--- src/rtl/nvm_seq_pkg.sv ---
package nvm_seq_pkg;

  typedef enum logic [1:0] {
    OP_PROG = 2'd0,
    OP_SECT = 2'd1,
    OP_CHIP = 2'd2,
    OP_RST  = 2'd3
  } nvm_op_e;

  typedef enum logic [1:0] {
    EC_NONE   = 2'd0,
    EC_VERIFY = 2'd1,
    EC_DEVICE = 2'd2,
    EC_WDOG   = 2'd3
  } nvm_err_e;

  typedef enum logic [1:0] {
    PV_MORE = 2'd0,
    PV_DONE = 2'd1,
    PV_DEV  = 2'd2,
    PV_WDOG = 2'd3
  } poll_verdict_e;

  // Width of the fixed unlock addresses.
  localparam int unsigned CMD_AW = 11;

  // One command write: fixed address/data, or the request's own.
  typedef struct packed {
    logic [CMD_AW-1:0] addr;
    logic [7:0]        data;
    logic              use_req_addr;
    logic              use_req_data;
  } cmd_beat_t;

endpackage

--- src/rtl/nvm_cmd_table.sv ---
module nvm_cmd_table
  import nvm_seq_pkg::*;
(
  input  nvm_op_e    op,
  input  logic [2:0] idx,
  output cmd_beat_t  beat,
  output logic       last
);

  always_comb begin
    beat.addr         = '0;
    beat.data         = 8'h00;
    beat.use_req_addr = 1'b0;
    beat.use_req_data = 1'b0;
    last              = 1'b0;
    if (op == OP_RST) begin
      beat.addr = '0;
      beat.data = 8'hF0;
      last      = 1'b1;
    end else begin
      case (idx)
        3'd0, 3'd3: begin
          if (idx == 3'd3 && op == OP_PROG) begin
            beat.use_req_addr = 1'b1;
            beat.use_req_data = 1'b1;
            last              = 1'b1;
          end else begin
            beat.addr = CMD_AW'(11'h555);
            beat.data = 8'hAA;
          end
        end
        3'd1, 3'd4: begin
          beat.addr = CMD_AW'(11'h2AA);
          beat.data = 8'h55;
        end
        3'd2: begin
          beat.addr = CMD_AW'(11'h555);
          beat.data = (op == OP_PROG) ? 8'hA0 : 8'h80;
        end
        3'd5: begin
          last = 1'b1;
          if (op == OP_SECT) begin
            beat.use_req_addr = 1'b1;
            beat.data         = 8'h30;
          end else begin
            beat.addr = CMD_AW'(11'h555);
            beat.data = 8'h10;
          end
        end
        default: begin
          beat.addr = '0;
          beat.data = 8'hF0;
          last      = 1'b1;
        end
      endcase
    end
  end

endmodule

--- src/rtl/nvm_bus_cycle.sv ---
module nvm_bus_cycle #(
  parameter int unsigned AW      = 19,
  parameter int unsigned T_SETUP = 1,
  parameter int unsigned T_PULSE = 2,
  parameter int unsigned T_HOLD  = 1,
  parameter int unsigned T_READ  = 2
) (
  input  logic          clk,
  input  logic          rst_n,
  input  logic          go,
  input  logic          wr,
  input  logic [AW-1:0] addr,
  input  logic [7:0]    wdata,
  input  logic [7:0]    dq_in,
  output logic          done,
  output logic [7:0]    rdata,
  output logic          ce_n,
  output logic          we_n,
  output logic          oe_n,
  output logic          dq_oe,
  output logic [AW-1:0] a_out,
  output logic [7:0]    d_out
);

  localparam int unsigned T_W   = (T_SETUP > T_PULSE) ? T_SETUP : T_PULSE;
  localparam int unsigned T_WR  = (T_W > T_HOLD) ? T_W : T_HOLD;
  localparam int unsigned T_MAX = (T_WR > T_READ) ? T_WR : T_READ;
  localparam int unsigned CW    = (T_MAX > 1) ? $clog2(T_MAX) : 1;

  typedef enum logic [2:0] {
    BC_IDLE, BC_SETUP, BC_PULSE, BC_HOLD, BC_READ
  } bc_state_e;

  bc_state_e      st_q, st_n;
  logic [CW-1:0]  cnt_q, cnt_n;
  logic           ld, cap, fin;
  logic           ce_n_q, we_n_q, oe_n_q, dq_oe_q, done_q;
  logic [AW-1:0]  addr_q;
  logic [7:0]     data_q, rdata_q;

  always_comb begin
    st_n  = st_q;
    cnt_n = cnt_q;
    ld    = 1'b0;
    cap   = 1'b0;
    fin   = 1'b0;
    case (st_q)
      BC_IDLE: begin
        if (go) begin
          ld = 1'b1;
          if (wr) begin
            st_n  = BC_SETUP;
            cnt_n = CW'(T_SETUP - 1);
          end else begin
            st_n  = BC_READ;
            cnt_n = CW'(T_READ - 1);
          end
        end
      end
      BC_SETUP: begin
        if (cnt_q == '0) begin
          st_n  = BC_PULSE;
          cnt_n = CW'(T_PULSE - 1);
        end else begin
          cnt_n = cnt_q - 1'b1;
        end
      end
      BC_PULSE: begin
        if (cnt_q == '0) begin
          st_n  = BC_HOLD;
          cnt_n = CW'(T_HOLD - 1);
        end else begin
          cnt_n = cnt_q - 1'b1;
        end
      end
      BC_HOLD: begin
        if (cnt_q == '0) begin
          st_n = BC_IDLE;
          fin  = 1'b1;
        end else begin
          cnt_n = cnt_q - 1'b1;
        end
      end
      BC_READ: begin
        if (cnt_q == '0) begin
          st_n = BC_IDLE;
          fin  = 1'b1;
          cap  = 1'b1;
        end else begin
          cnt_n = cnt_q - 1'b1;
        end
      end
      default: st_n = BC_IDLE;
    endcase
  end

  // Pins are registered from the next state so they track it with no lag.
  always_ff @(posedge clk or negedge rst_n) begin
    if (!rst_n) begin
      st_q    <= BC_IDLE;
      cnt_q   <= '0;
      ce_n_q  <= 1'b1;
      we_n_q  <= 1'b1;
      oe_n_q  <= 1'b1;
      dq_oe_q <= 1'b0;
      done_q  <= 1'b0;
    end else begin
      st_q    <= st_n;
      cnt_q   <= cnt_n;
      ce_n_q  <= (st_n == BC_IDLE);
      we_n_q  <= (st_n != BC_PULSE);
      oe_n_q  <= (st_n != BC_READ);
      dq_oe_q <= (st_n == BC_SETUP) || (st_n == BC_PULSE) || (st_n == BC_HOLD);
      done_q  <= fin;
    end
  end

  always_ff @(posedge clk or negedge rst_n) begin
    if (!rst_n) begin
      addr_q <= '0;
      data_q <= '0;
    end else if (ld) begin
      addr_q <= addr;
      data_q <= wdata;
    end
  end

  always_ff @(posedge clk or negedge rst_n) begin
    if (!rst_n) begin
      rdata_q <= '0;
    end else if (cap) begin
      rdata_q <= dq_in;
    end
  end

  assign done  = done_q;
  assign rdata = rdata_q;
  assign ce_n  = ce_n_q;
  assign we_n  = we_n_q;
  assign oe_n  = oe_n_q;
  assign dq_oe = dq_oe_q;
  assign a_out = addr_q;
  assign d_out = data_q;

endmodule

--- src/rtl/nvm_poll_judge.sv ---
module nvm_poll_judge
  import nvm_seq_pkg::*;
#(
  parameter int unsigned MAX_POLLS = 65536
) (
  input  logic          clk,
  input  logic          rst_n,
  input  logic          clr,
  input  logic          rd_valid,
  input  logic [7:0]    rd_byte,
  output poll_verdict_e verdict
);

  localparam int unsigned CW = $clog2(MAX_POLLS + 1);

  logic          have_q, have_n;
  logic          prev_q, prev_n;
  logic          lc_q, lc_n;
  logic [CW-1:0] cnt_q, cnt_inc;
  logic          limit;

  assign cnt_inc = cnt_q + 1'b1;
  assign limit   = (cnt_inc >= CW'(MAX_POLLS));

  always_comb begin
    verdict = PV_MORE;
    have_n  = have_q;
    prev_n  = prev_q;
    lc_n    = lc_q;
    if (!have_q) begin
      have_n = 1'b1;
      prev_n = rd_byte[6];
      if (limit && !lc_q) verdict = PV_WDOG;
    end else if (rd_byte[6] == prev_q) begin
      verdict = PV_DONE;
    end else if (lc_q) begin
      verdict = PV_DEV;
    end else if (rd_byte[5]) begin
      lc_n   = 1'b1;
      have_n = 1'b0;
    end else if (limit) begin
      verdict = PV_WDOG;
    end else begin
      prev_n = rd_byte[6];
    end
  end

  always_ff @(posedge clk or negedge rst_n) begin
    if (!rst_n) begin
      have_q <= 1'b0;
      prev_q <= 1'b0;
      lc_q   <= 1'b0;
      cnt_q  <= '0;
    end else if (clr) begin
      have_q <= 1'b0;
      prev_q <= 1'b0;
      lc_q   <= 1'b0;
      cnt_q  <= '0;
    end else if (rd_valid) begin
      have_q <= have_n;
      prev_q <= prev_n;
      lc_q   <= lc_n;
      cnt_q  <= cnt_inc;
    end
  end

endmodule

--- src/rtl/nvm_cmd_sequencer.sv ---
module nvm_cmd_sequencer
  import nvm_seq_pkg::*;
#(
  parameter int unsigned AW        = 19,
  parameter int unsigned T_SETUP   = 1,
  parameter int unsigned T_PULSE   = 2,
  parameter int unsigned T_HOLD    = 1,
  parameter int unsigned T_READ    = 2,
  parameter int unsigned MAX_POLLS = 65536
) (
  input  logic          clk,
  input  logic          rst_n,
  input  logic          req_start,
  input  logic [1:0]    req_op,
  input  logic [AW-1:0] req_addr,
  input  logic [7:0]    req_data,
  output logic          busy,
  output logic          done,
  output logic          err,
  output logic [1:0]    err_code,
  output logic          fl_ce_n,
  output logic          fl_we_n,
  output logic          fl_oe_n,
  output logic [AW-1:0] fl_addr,
  output logic [7:0]    fl_dq_out,
  output logic          fl_dq_oe,
  input  logic [7:0]    fl_dq_in
);

  typedef enum logic [2:0] {
    SQ_IDLE, SQ_CMD, SQ_POLL, SQ_VERIFY, SQ_ABORT
  } sq_state_e;

  logic rst_meta_q, rst_q_n;

  always_ff @(posedge clk or negedge rst_n) begin
    if (!rst_n) begin
      rst_meta_q <= 1'b0;
      rst_q_n    <= 1'b0;
    end else begin
      rst_meta_q <= 1'b1;
      rst_q_n    <= rst_meta_q;
    end
  end

  sq_state_e     st_q, st_n;
  nvm_op_e       op_q, rom_op;
  logic [AW-1:0] addr_q;
  logic [7:0]    data_q;
  logic [2:0]    idx_q, idx_n;
  logic          infl_q, infl_n;
  nvm_err_e      pend_q, pend_n;
  nvm_err_e      code_q, code_n, fin_code;
  logic          done_q, done_n, err_q, err_n;
  logic          cap, fin;

  cmd_beat_t     beat;
  logic          beat_last;
  logic          go, wr, bus_done;
  logic [AW-1:0] bus_addr;
  logic [7:0]    bus_wdata, bus_rdata, expect_byte;
  logic          poll_clr, poll_valid;
  poll_verdict_e verdict;

  assign rom_op = (st_q == SQ_ABORT) ? OP_RST : op_q;

  nvm_cmd_table u_table (
    .op   (rom_op),
    .idx  (idx_q),
    .beat (beat),
    .last (beat_last)
  );

  assign wr       = (st_q == SQ_CMD) || (st_q == SQ_ABORT);
  assign go       = (st_q != SQ_IDLE) && !infl_q;
  assign bus_addr = (wr && !beat.use_req_addr) ? AW'(beat.addr) : addr_q;
  assign bus_wdata = beat.use_req_data ? data_q : beat.data;

  nvm_bus_cycle #(
    .AW      (AW),
    .T_SETUP (T_SETUP),
    .T_PULSE (T_PULSE),
    .T_HOLD  (T_HOLD),
    .T_READ  (T_READ)
  ) u_bus (
    .clk   (clk),
    .rst_n (rst_q_n),
    .go    (go),
    .wr    (wr),
    .addr  (bus_addr),
    .wdata (bus_wdata),
    .dq_in (fl_dq_in),
    .done  (bus_done),
    .rdata (bus_rdata),
    .ce_n  (fl_ce_n),
    .we_n  (fl_we_n),
    .oe_n  (fl_oe_n),
    .dq_oe (fl_dq_oe),
    .a_out (fl_addr),
    .d_out (fl_dq_out)
  );

  assign poll_clr   = (st_q == SQ_CMD) && bus_done && beat_last;
  assign poll_valid = (st_q == SQ_POLL) && bus_done;

  nvm_poll_judge #(
    .MAX_POLLS (MAX_POLLS)
  ) u_judge (
    .clk      (clk),
    .rst_n    (rst_q_n),
    .clr      (poll_clr),
    .rd_valid (poll_valid),
    .rd_byte  (bus_rdata),
    .verdict  (verdict)
  );

  assign expect_byte = (op_q == OP_PROG) ? data_q : 8'hFF;

  always_comb begin
    st_n     = st_q;
    idx_n    = idx_q;
    pend_n   = pend_q;
    done_n   = 1'b0;
    err_n    = err_q;
    code_n   = code_q;
    cap      = 1'b0;
    fin      = 1'b0;
    fin_code = EC_NONE;
    if (go)            infl_n = 1'b1;
    else if (bus_done) infl_n = 1'b0;
    else               infl_n = infl_q;
    case (st_q)
      SQ_IDLE: begin
        if (req_start) begin
          cap   = 1'b1;
          idx_n = '0;
          st_n  = SQ_CMD;
        end
      end
      SQ_CMD: begin
        if (bus_done) begin
          if (beat_last) begin
            idx_n = '0;
            if (op_q == OP_RST) fin = 1'b1;
            else                st_n = SQ_POLL;
          end else begin
            idx_n = idx_q + 1'b1;
          end
        end
      end
      SQ_POLL: begin
        if (bus_done) begin
          case (verdict)
            PV_DONE: st_n = SQ_VERIFY;
            PV_DEV: begin
              pend_n = EC_DEVICE;
              st_n   = SQ_ABORT;
            end
            PV_WDOG: begin
              pend_n = EC_WDOG;
              st_n   = SQ_ABORT;
            end
            default: st_n = SQ_POLL;
          endcase
        end
      end
      SQ_VERIFY: begin
        if (bus_done) begin
          fin      = 1'b1;
          fin_code = (bus_rdata == expect_byte) ? EC_NONE : EC_VERIFY;
        end
      end
      SQ_ABORT: begin
        if (bus_done) begin
          fin      = 1'b1;
          fin_code = pend_q;
        end
      end
      default: st_n = SQ_IDLE;
    endcase
    if (fin) begin
      st_n   = SQ_IDLE;
      done_n = 1'b1;
      err_n  = (fin_code != EC_NONE);
      code_n = fin_code;
    end
  end

  always_ff @(posedge clk or negedge rst_q_n) begin
    if (!rst_q_n) begin
      st_q   <= SQ_IDLE;
      idx_q  <= '0;
      infl_q <= 1'b0;
      pend_q <= EC_NONE;
      done_q <= 1'b0;
      err_q  <= 1'b0;
      code_q <= EC_NONE;
    end else begin
      st_q   <= st_n;
      idx_q  <= idx_n;
      infl_q <= infl_n;
      pend_q <= pend_n;
      done_q <= done_n;
      err_q  <= err_n;
      code_q <= code_n;
    end
  end

  always_ff @(posedge clk or negedge rst_q_n) begin
    if (!rst_q_n) begin
      op_q   <= OP_PROG;
      addr_q <= '0;
      data_q <= '0;
    end else if (cap) begin
      op_q   <= nvm_op_e'(req_op);
      addr_q <= req_addr;
      data_q <= req_data;
    end
  end

  assign busy     = (st_q != SQ_IDLE);
  assign done     = done_q;
  assign err      = err_q;
  assign err_code = code_q;

endmodule

--- config.mk ---
export PLATFORM = sky130hd
export DESIGN_NAME = nvm_cmd_sequencer
export DESIGN_NICKNAME = d
export VERILOG_FILES = /design/src/rtl/nvm_seq_pkg.sv /design/src/rtl/nvm_cmd_table.sv /design/src/rtl/nvm_bus_cycle.sv /design/src/rtl/nvm_poll_judge.sv /design/src/rtl/nvm_cmd_sequencer.sv
export SDC_FILE = /design/constraint.sdc
export NUM_CORES = 1
export LEC_CHECK = 0
export ABC_AREA = 1
export BUFFER_PORTS_ARGS = -buffer_cell sky130_fd_sc_hd__buf_2
export CAP_MARGIN = 20
export CORE_ASPECT_RATIO = 1.5
export CORE_MARGIN = 4
export CORE_UTILIZATION = 30
export CTS_BUF_LIST = sky130_fd_sc_hd__clkbuf_4 sky130_fd_sc_hd__clkbuf_8 sky130_fd_sc_hd__clkbuf_16
export DETAILED_ROUTE_END_ITERATION = 12
export PLACE_DENSITY = 0.59
export SYNTH_ARGS = -nofsm -noshare
export SYNTH_HDL_FRONTEND = slang
export SYNTH_SLANG_ARGS = --single-unit
--- constraint.sdc ---
create_clock -name clk -period 3.5 [get_ports clk]
set_clock_uncertainty 0.05 [all_clocks]
set_input_delay 0.525 -clock clk [delete_from_list [all_inputs] [get_ports clk]]
set_output_delay 0.525 -clock clk [all_outputs]
set_load 0.05 [all_outputs]
# After elaboration in Yosys (flattened, before gate mapping)
# Cells that the tools add are included.
# Widths: inputs -> output; s select.
dict set report totals {
  reg_bits 108
  latch_bits 0
  mem_bits_rw 0
  mem_bits_ro 0
  inputBits 40
  output_inout_bits 36
  elab_cells 198
  n_memories 0
}
dict set report classes {
  add_sub_neg 3
  n_mul 0
  div 0
  order_cmp 1
  eq_ne 40
  n_shift 0
  n_mux 88
  bitwise 0
  n_reduce_logical 40
}
# op n
set op_table {}
lappend op_table {{$pmux 19 s4} 1}
lappend op_table {{$mux 19} 3}
lappend op_table {{$mux 1} 43}
lappend op_table {{$mux 3} 14}
lappend op_table {{$mux 17} 2}
lappend op_table {{$eq 3x2->1 const B} 8}
lappend op_table {{$ne 3x3->1 const B} 8}
lappend op_table {{$pmux 3 s4} 2}
lappend op_table {{$mux 2} 10}
lappend op_table {{$add 17x1->17 const B} 1}
lappend op_table {{$ge 17x17->1 const B} 1}
lappend op_table {{$mux 8} 2}
lappend op_table {{$eq 3x1->1 const B} 4}
lappend op_table {{$eq 3x3->1 const B} 4}
lappend op_table {{$logic_not 3->1} 4}
lappend op_table {{$mux 6} 2}
lappend op_table {{$pmux 3 s2} 2}
lappend op_table {{$reduce_bool 2->1} 6}
lappend op_table {{$mux 11} 1}
lappend op_table {{$reduce_or 2->1} 5}
lappend op_table {{$ne 3x2->1 const B} 3}
lappend op_table {{$reduce_and 3->1} 3}
lappend op_table {{$eq 2x2->1 const B} 4}
lappend op_table {{$eq 8x8->1} 1}
lappend op_table {{other kinds (18)} 38}

# Longest topological paths before layout
dict set report logic_depth {
  ltp_word 13
  ltp_mapped 14
}

# By module
# From an unflattened synthesis, not the netlist that was laid out.
dict set report unflattened {
  hier_cells 691
  hier_area_um2 5580.4
}
# mod n_inst cells_each area_each_um2
set by_module_without_submodules {}
lappend by_module_without_submodules {nvm_cmd_sequencer 1 295 2442.3}
lappend by_module_without_submodules {nvm_bus_cycle 1 192 1735.4}
lappend by_module_without_submodules {nvm_poll_judge 1 152 1148.6}
lappend by_module_without_submodules {nvm_cmd_table 1 52 254.0}

# Worst setup path after synthesis
# Ideal clock, no wire load.
dict set report synth_timing {
  path_kind {register -> register}
  startpoint {reg idx_q[0]}
  endpoint {reg u_judge.cnt_q[12]}
  t_arrival_ns 1.725
  required_time_ns 3.386
  setup_slack_ns 1.660
  path_stages_with_launch 14
  path_buffers 1
  period_less_slack_ns 1.840
  path_cell_list {dfrtp_1 > ha_1 > ha_1 > a21oi_2 > inv_1 > nand2_1 > nand2_1 > nand2_2 > nand2_4 > nand2_4 > buf_8 > nand3_2 > a21oi_2 > o21a_1}
}
dict set report synth_via {
  elab_chain_len 7
  elab_cells_between_ends 14
  classes_between {4 x eq/ne; 4 x mux; 6 x reduce/logical}
}
# element line_no
set synth_rtl {}
lappend synth_rtl {{start, declared} nvm_cmd_sequencer.sv:50} ;# logic [2:0] idx_q, idx_n;
lappend synth_rtl {{start signal, assigned} nvm_cmd_sequencer.sv:200} ;# idx_q <= idx_n;
lappend synth_rtl {{$eq 3x2->1} {nvm_cmd_table.sv:21, nvm_cmd_table.sv:23}}
lappend synth_rtl {{$logic_and 1x1->1} nvm_cmd_table.sv:23} ;# if (idx == 3'd3 && op == OP_PROG) begin
lappend synth_rtl {{$mux 1} nvm_cmd_table.sv:23}
lappend synth_rtl {{$pmux 1 s2 *} nvm_cmd_table.sv:21} ;# case (idx)
lappend synth_rtl {{$mux 1 *} nvm_cmd_table.sv:16} ;# if (op == OP_RST) begin
lappend synth_rtl {{$logic_and 1x1->1 *} nvm_cmd_sequencer.sv:103} ;# assign poll_clr = (st_q == SQ_CMD) && bus_done && beat_last;
lappend synth_rtl {{$mux 17 / $reduce_bool 2->1 (equally long branches)} -}
lappend synth_rtl {{end signal, assigned} nvm_poll_judge.sv:63} ;# cnt_q <= cnt_inc;
lappend synth_rtl {{end, declared} nvm_poll_judge.sv:19} ;# logic [CW-1:0] cnt_q, cnt_inc;
# Mark *: on every way between the ends. The rest lies on a longest branch, timed or not.
# A chain may end at the register's enable or synchronous reset.

# Final worst setup path
dict set report layout_timing {
  startpoint {reg st_q[1]}
  endpoint {reg u_bus.data_q[4], in the netlist u_bus.d_out[4]}
}
dict set report layout_via {
  elab_chain_len 8
  elab_cells_between_ends 14
  classes_between {2 x eq/ne; 8 x mux; 4 x reduce/logical}
}
# element line_no
set layout_rtl {}
lappend layout_rtl {{start, declared} nvm_cmd_sequencer.sv:46} ;# sq_state_e st_q, st_n;
lappend layout_rtl {{start signal, assigned} nvm_cmd_sequencer.sv:199} ;# st_q <= st_n;
lappend layout_rtl {{$eq 3x3->1} nvm_cmd_sequencer.sv:65} ;# assign rom_op = (st_q == SQ_ABORT) ? OP_RST : op_q;
lappend layout_rtl {{$mux 2} nvm_cmd_sequencer.sv:65}
lappend layout_rtl {{$logic_not 2->1} nvm_cmd_table.sv:23}
lappend layout_rtl {{$logic_and 1x1->1} nvm_cmd_table.sv:23}
lappend layout_rtl {{$mux 2} nvm_cmd_table.sv:23}
lappend layout_rtl {{$mux 1} nvm_cmd_table.sv:21}
lappend layout_rtl {{$mux 2} nvm_cmd_table.sv:16}
lappend layout_rtl {{$mux 8} nvm_cmd_sequencer.sv:77} ;# assign bus_wdata = beat.use_req_data ? data_q : beat.data;
lappend layout_rtl {{end signal, assigned} nvm_bus_cycle.sv:124} ;# data_q <= wdata;
lappend layout_rtl {{end, declared} nvm_bus_cycle.sv:39} ;# logic [7:0] data_q, rdata_q;
# Several ways; a longest one is shown, not always the timed one.

==> impl_metrics.csv <==
group,metric,value,unit
status,outcome,"finished, final reports clean",
logic_synthesis,syn_area_per_cell,9.28,um2
power,pwr-share-seq,45.5,%
routing,avgRoutedWirePerCell,14.6,um
cts,cts_tree,"built",
layout,diodes,0,
power,irDropWorstVdd,433,uV
global_routing,grt_max_degree,60,
timing,period_share,63.5,%
logic_synthesis,ys_ff_latch,108,
min_path,hp-class,"flip-flop to flip-flop",
logic_synthesis,syn_area,0.00516,mm2
layout,drive_above_1_share,24.9,%
timing,relSlewSlack,48.4,%
place,placed_area,0.00577,mm2
timing,tns,0,ns
power,p_sw,1.16,mW
cts,clock_sinks,108,
critical_path,end_kind,"flip-flop",
power,p_leak,3.02,nW
logic_synthesis,yosysWarnings,0,
critical_path,setup.worst_path.class,"flip-flop to flip-flop",
cts,clk_latency,0.35,ns
layout,syn_to_final_growth,17.6,%
cts,cts-root-buf,"clkbuf_16",
logic_synthesis,synth_fp_nets,602,
cts,clk_pin_slew,0.08,ns
logic_synthesis,syn_inst,556,
timing,max_freq,450,MHz
critical_path,worstPathArrival,2.44,ns
floorplan,core,0.0168,mm2
cts,postCtsSetupBuffers,0,
critical_path,cp_max_fo,29,
floorplan,rows,58,
routing,drc_errors,0,
global_routing,grt_usage,13.4,%
logic_synthesis,synth.yosys.seq_area_share,52.4,%
timing,setup_viol,0,
power,p_int,2.29,mW
timing,drv_slew,0,
critical_path,crit_chain,"inv_2 > nand2_1 > nor2_2 > nor2_1 > nand2_2 > inv_2 > o21ai_0 > o21ai_0",
floorplan,die_h,169,um
place,hpwl,9350,um
run,drv_cap,0,
global_routing,grt_overflow,0,
routing,totalWireLength,12400,um
place,portBuffers,75,
floorplan,die_w,115,um
power,power_per_cell_area,569,mW/mm2
cts,cts_made_buffers,9,
global_routing,antenna_found_initial,0,
timing,hold_viol,0,
routing,ant_nets,0,
routing,drt_iter0_markers,175,
critical_path,startpoint_type,"flip-flop",
critical_path,critPathSlowestCell,"inv_2",
floorplan,initial_utilization,30.7,%
routing,vias_per_cell,4.72,
layout,fin_area,0.00607,mm2
floorplan,die-area,0.0194,mm2
critical_path,slowest_delay,0.54,ns
cts,h-tree-depth,3,
layout,final_net_count,680,
timing,tightest_slew,0.775,ns
timing,rsz0062_at_grt,"no",
global_routing,grt_pass1_vias,4208,
layout,fin_util,36.1,%
routing,dr.pass1.iters,4,
power,switching_share,33.5,%
critical_path,critPathRequiredTime,3.72,ns
place,place.gp.congestion,0.832,
floorplan,io_pins,76,
global_routing,grt_pass1_wl,20800,um
timing,period_minus_slack,2.22,ns
power,pwr-share-clk,28.9,%
logic_synthesis,synth_cell_types,44,
cts,clock_tree.buffer_depth,2,
power,power.share.combinational,25.6,%
routing,num_vias,4007,
## placed cells by master, fill, tap and decap left out, drive strengths merged, types with 10 or more instances in the layout
master / Yosys / routed
a21oi: 23 / 23
buf: 8 / 78
clkbuf: 4 / 10
dfrtp: 105 / 105
inv: 69 / 73
mux2: 29 / 29
nand2: 119 / 119
nand3: 38 / 38
nor2: 46 / 46
nor3: 11 / 11
o21ai: 36 / 36
xor2: 14 / 14
## final cells by class
cell class                      count  area, um2
Clock buffer                       10        233
Clock inverter                      6       53.8
Fill cell                        1760      10800
Inverter                           69        259
Multi-Input combinational cell    367       2130
Sequential cell                   108       2710
Tap cell                          210        263
Timing Repair Buffer               79        420
## repair_timing
action / in CTS / in global routing
setup endpoints to repair: 0 / 0
endpoints found under the hold margin: 2 / 0
gates resized for setup: 0 / 0
hold buffers: 1 / 0
## cells by family (layout without fill, tap and decap cells)
family / count (synthesis) / after routing / share of synthesized area (%)
xor+xnor: 17 / 17 / 2.88
mux: 29 / 29 / 6.33
compound gates: 84 / 84 / 9.67
other cells: 1 / 1 / 0.0727
fa+ha+maj: 6 / 6 / 1.45
buf+inv: 81 / 164 / 6.28
simple gates: 230 / 230 / 20.9
flops: 108 / 108 / 52.4
## power by group through the flow
stage | clock network, mW | logic [mW] | registers (mW)
after floorplan | 0 | 0.681 | 1.57
after global placement | 0 | 0.881 | 1.60
after detailed placement | 0 | 0.894 | 1.60
after CTS | 1.03 | 0.897 | 1.57
after global routing | 1.08 | 1.00 | 1.60
final | 0.997 | 0.883 | 1.57
## cells in the mapped netlist
| master | n | area share (%) |
|---|---|---|
| nand2_1 | 111 | 8.1 |
| dfrtp_1 | 105 | 51 |
| inv_1 | 63 | 4.6 |
| nor2_1 | 39 | 2.8 |
| nand3_1 | 35 | 3.4 |
| mux2_2 | 29 | 6.3 |
| o21ai_0 | 26 | 2.5 |
| a21oi_1 | 20 | 1.9 |
| xor2_1 | 14 | 2.4 |
| nor3_1 | 9 | 0.87 |
| a31oi_1 | 8 | 0.97 |
| nand4_1 | 8 | 0.97 |
| buf_2 | 7 | 0.68 |
| o21ai_1 | 7 | 0.68 |
| ha_1 | 6 | 1.5 |
| inv_2 | 6 | 0.44 |
| nand2_2 | 5 | 0.61 |
| o22a_1 | 5 | 0.85 |
| clkbuf_1 | 4 | 0.29 |
| nor2_2 | 4 | 0.48 |
| a21oi_2 | 3 | 0.51 |
| dfstp_2 | 3 | 1.5 |
| nand2_4 | 3 | 0.65 |
| nor2_4 | 3 | 0.65 |
| nor4_1 | 3 | 0.36 |
| o21ai_2 | 3 | 0.51 |
| o22ai_1 | 3 | 0.36 |
| o31ai_1 | 3 | 0.44 |
| xnor2_1 | 3 | 0.51 |
| nand3_2 | 2 | 0.39 |
| nand3b_1 | 2 | 0.29 |
| o21bai_1 | 2 | 0.29 |
| a211oi_1 | 1 | 0.15 |
| a22o_1 | 1 | 0.17 |
| buf_8 | 1 | 0.29 |
| conb_1 | 1 | 0.073 |
| nand3_4 | 1 | 0.34 |
| nor3_2 | 1 | 0.19 |
| nor3_4 | 1 | 0.32 |
| nor3b_1 | 1 | 0.15 |
| nor4b_1 | 1 | 0.17 |
| o211ai_1 | 1 | 0.15 |
| o21a_1 | 1 | 0.15 |
| or2_1 | 1 | 0.12 |
## worst paths after layout
kind                            start               end  slack [ns]  depth (start not counted)
setup reg to reg              st_q[1]    u_bus.d_out[4]        1.28                          8
min in group asynchronous     rst_q_n         data_q[0]        0.36                          0
max in group asynchronous     rst_q_n  u_judge.cnt_q[3]        2.31                          1
hold / removal             rst_meta_q           rst_q_n        0.30                          0
hold reg to reg            rst_meta_q           rst_q_n        0.30                          0
setup / recovery              st_q[1]    u_bus.d_out[4]        1.28                          8
## sequential cells by signal (all words and copies together), names as in the netlist, 2 cells and up
name and flops:
addr_q 19, data_q 8, err_code 2, idx_q 3
op_q 2, pend_q 2, st_q 3, u_bus.a_out 19
u_bus.d_out 8, u_bus.rdata 8, u_bus.st_q 3, u_judge.cnt_q 17
## routing by layer
layer | global-route usage [%] | part of all wire [%]
met5 | 0 | 0
met4 | 4.80 | 2.3
met3 | 3.04 | 4.9
met2 | 24.4 | 54
met1 | 15.1 | 39
## stage by stage
| stage | worst slack [ns] | hold WS (ns) | instances | power, mW |
|---|---|---|---|---|
| floorplan | 0.224 | 0.179 | 556 | 2.25 |
| finish | 1.28 | 0.304 | 849 | 3.45 |
| global placement | 1.29 | 0.263 | 832 | 2.48 |
| CTS | 1.22 | 0.307 | 849 | 3.50 |
| global route | 0.984 | 0.313 | 849 | 3.68 |
| detailed placement | 1.24 | 0.266 | 832 | 2.49 |
## worst max-delay path: cells and delay by family, from the launching register on
kind	cells	cell delay (ns)
AO/OA/AOI/OAI	2	0.34
flip-flops	1	0.39
AND/OR/NAND/NOR	4	0.74
buffers and inverters	2	0.62
Note: power is estimated with default switching activity, not from simulation.
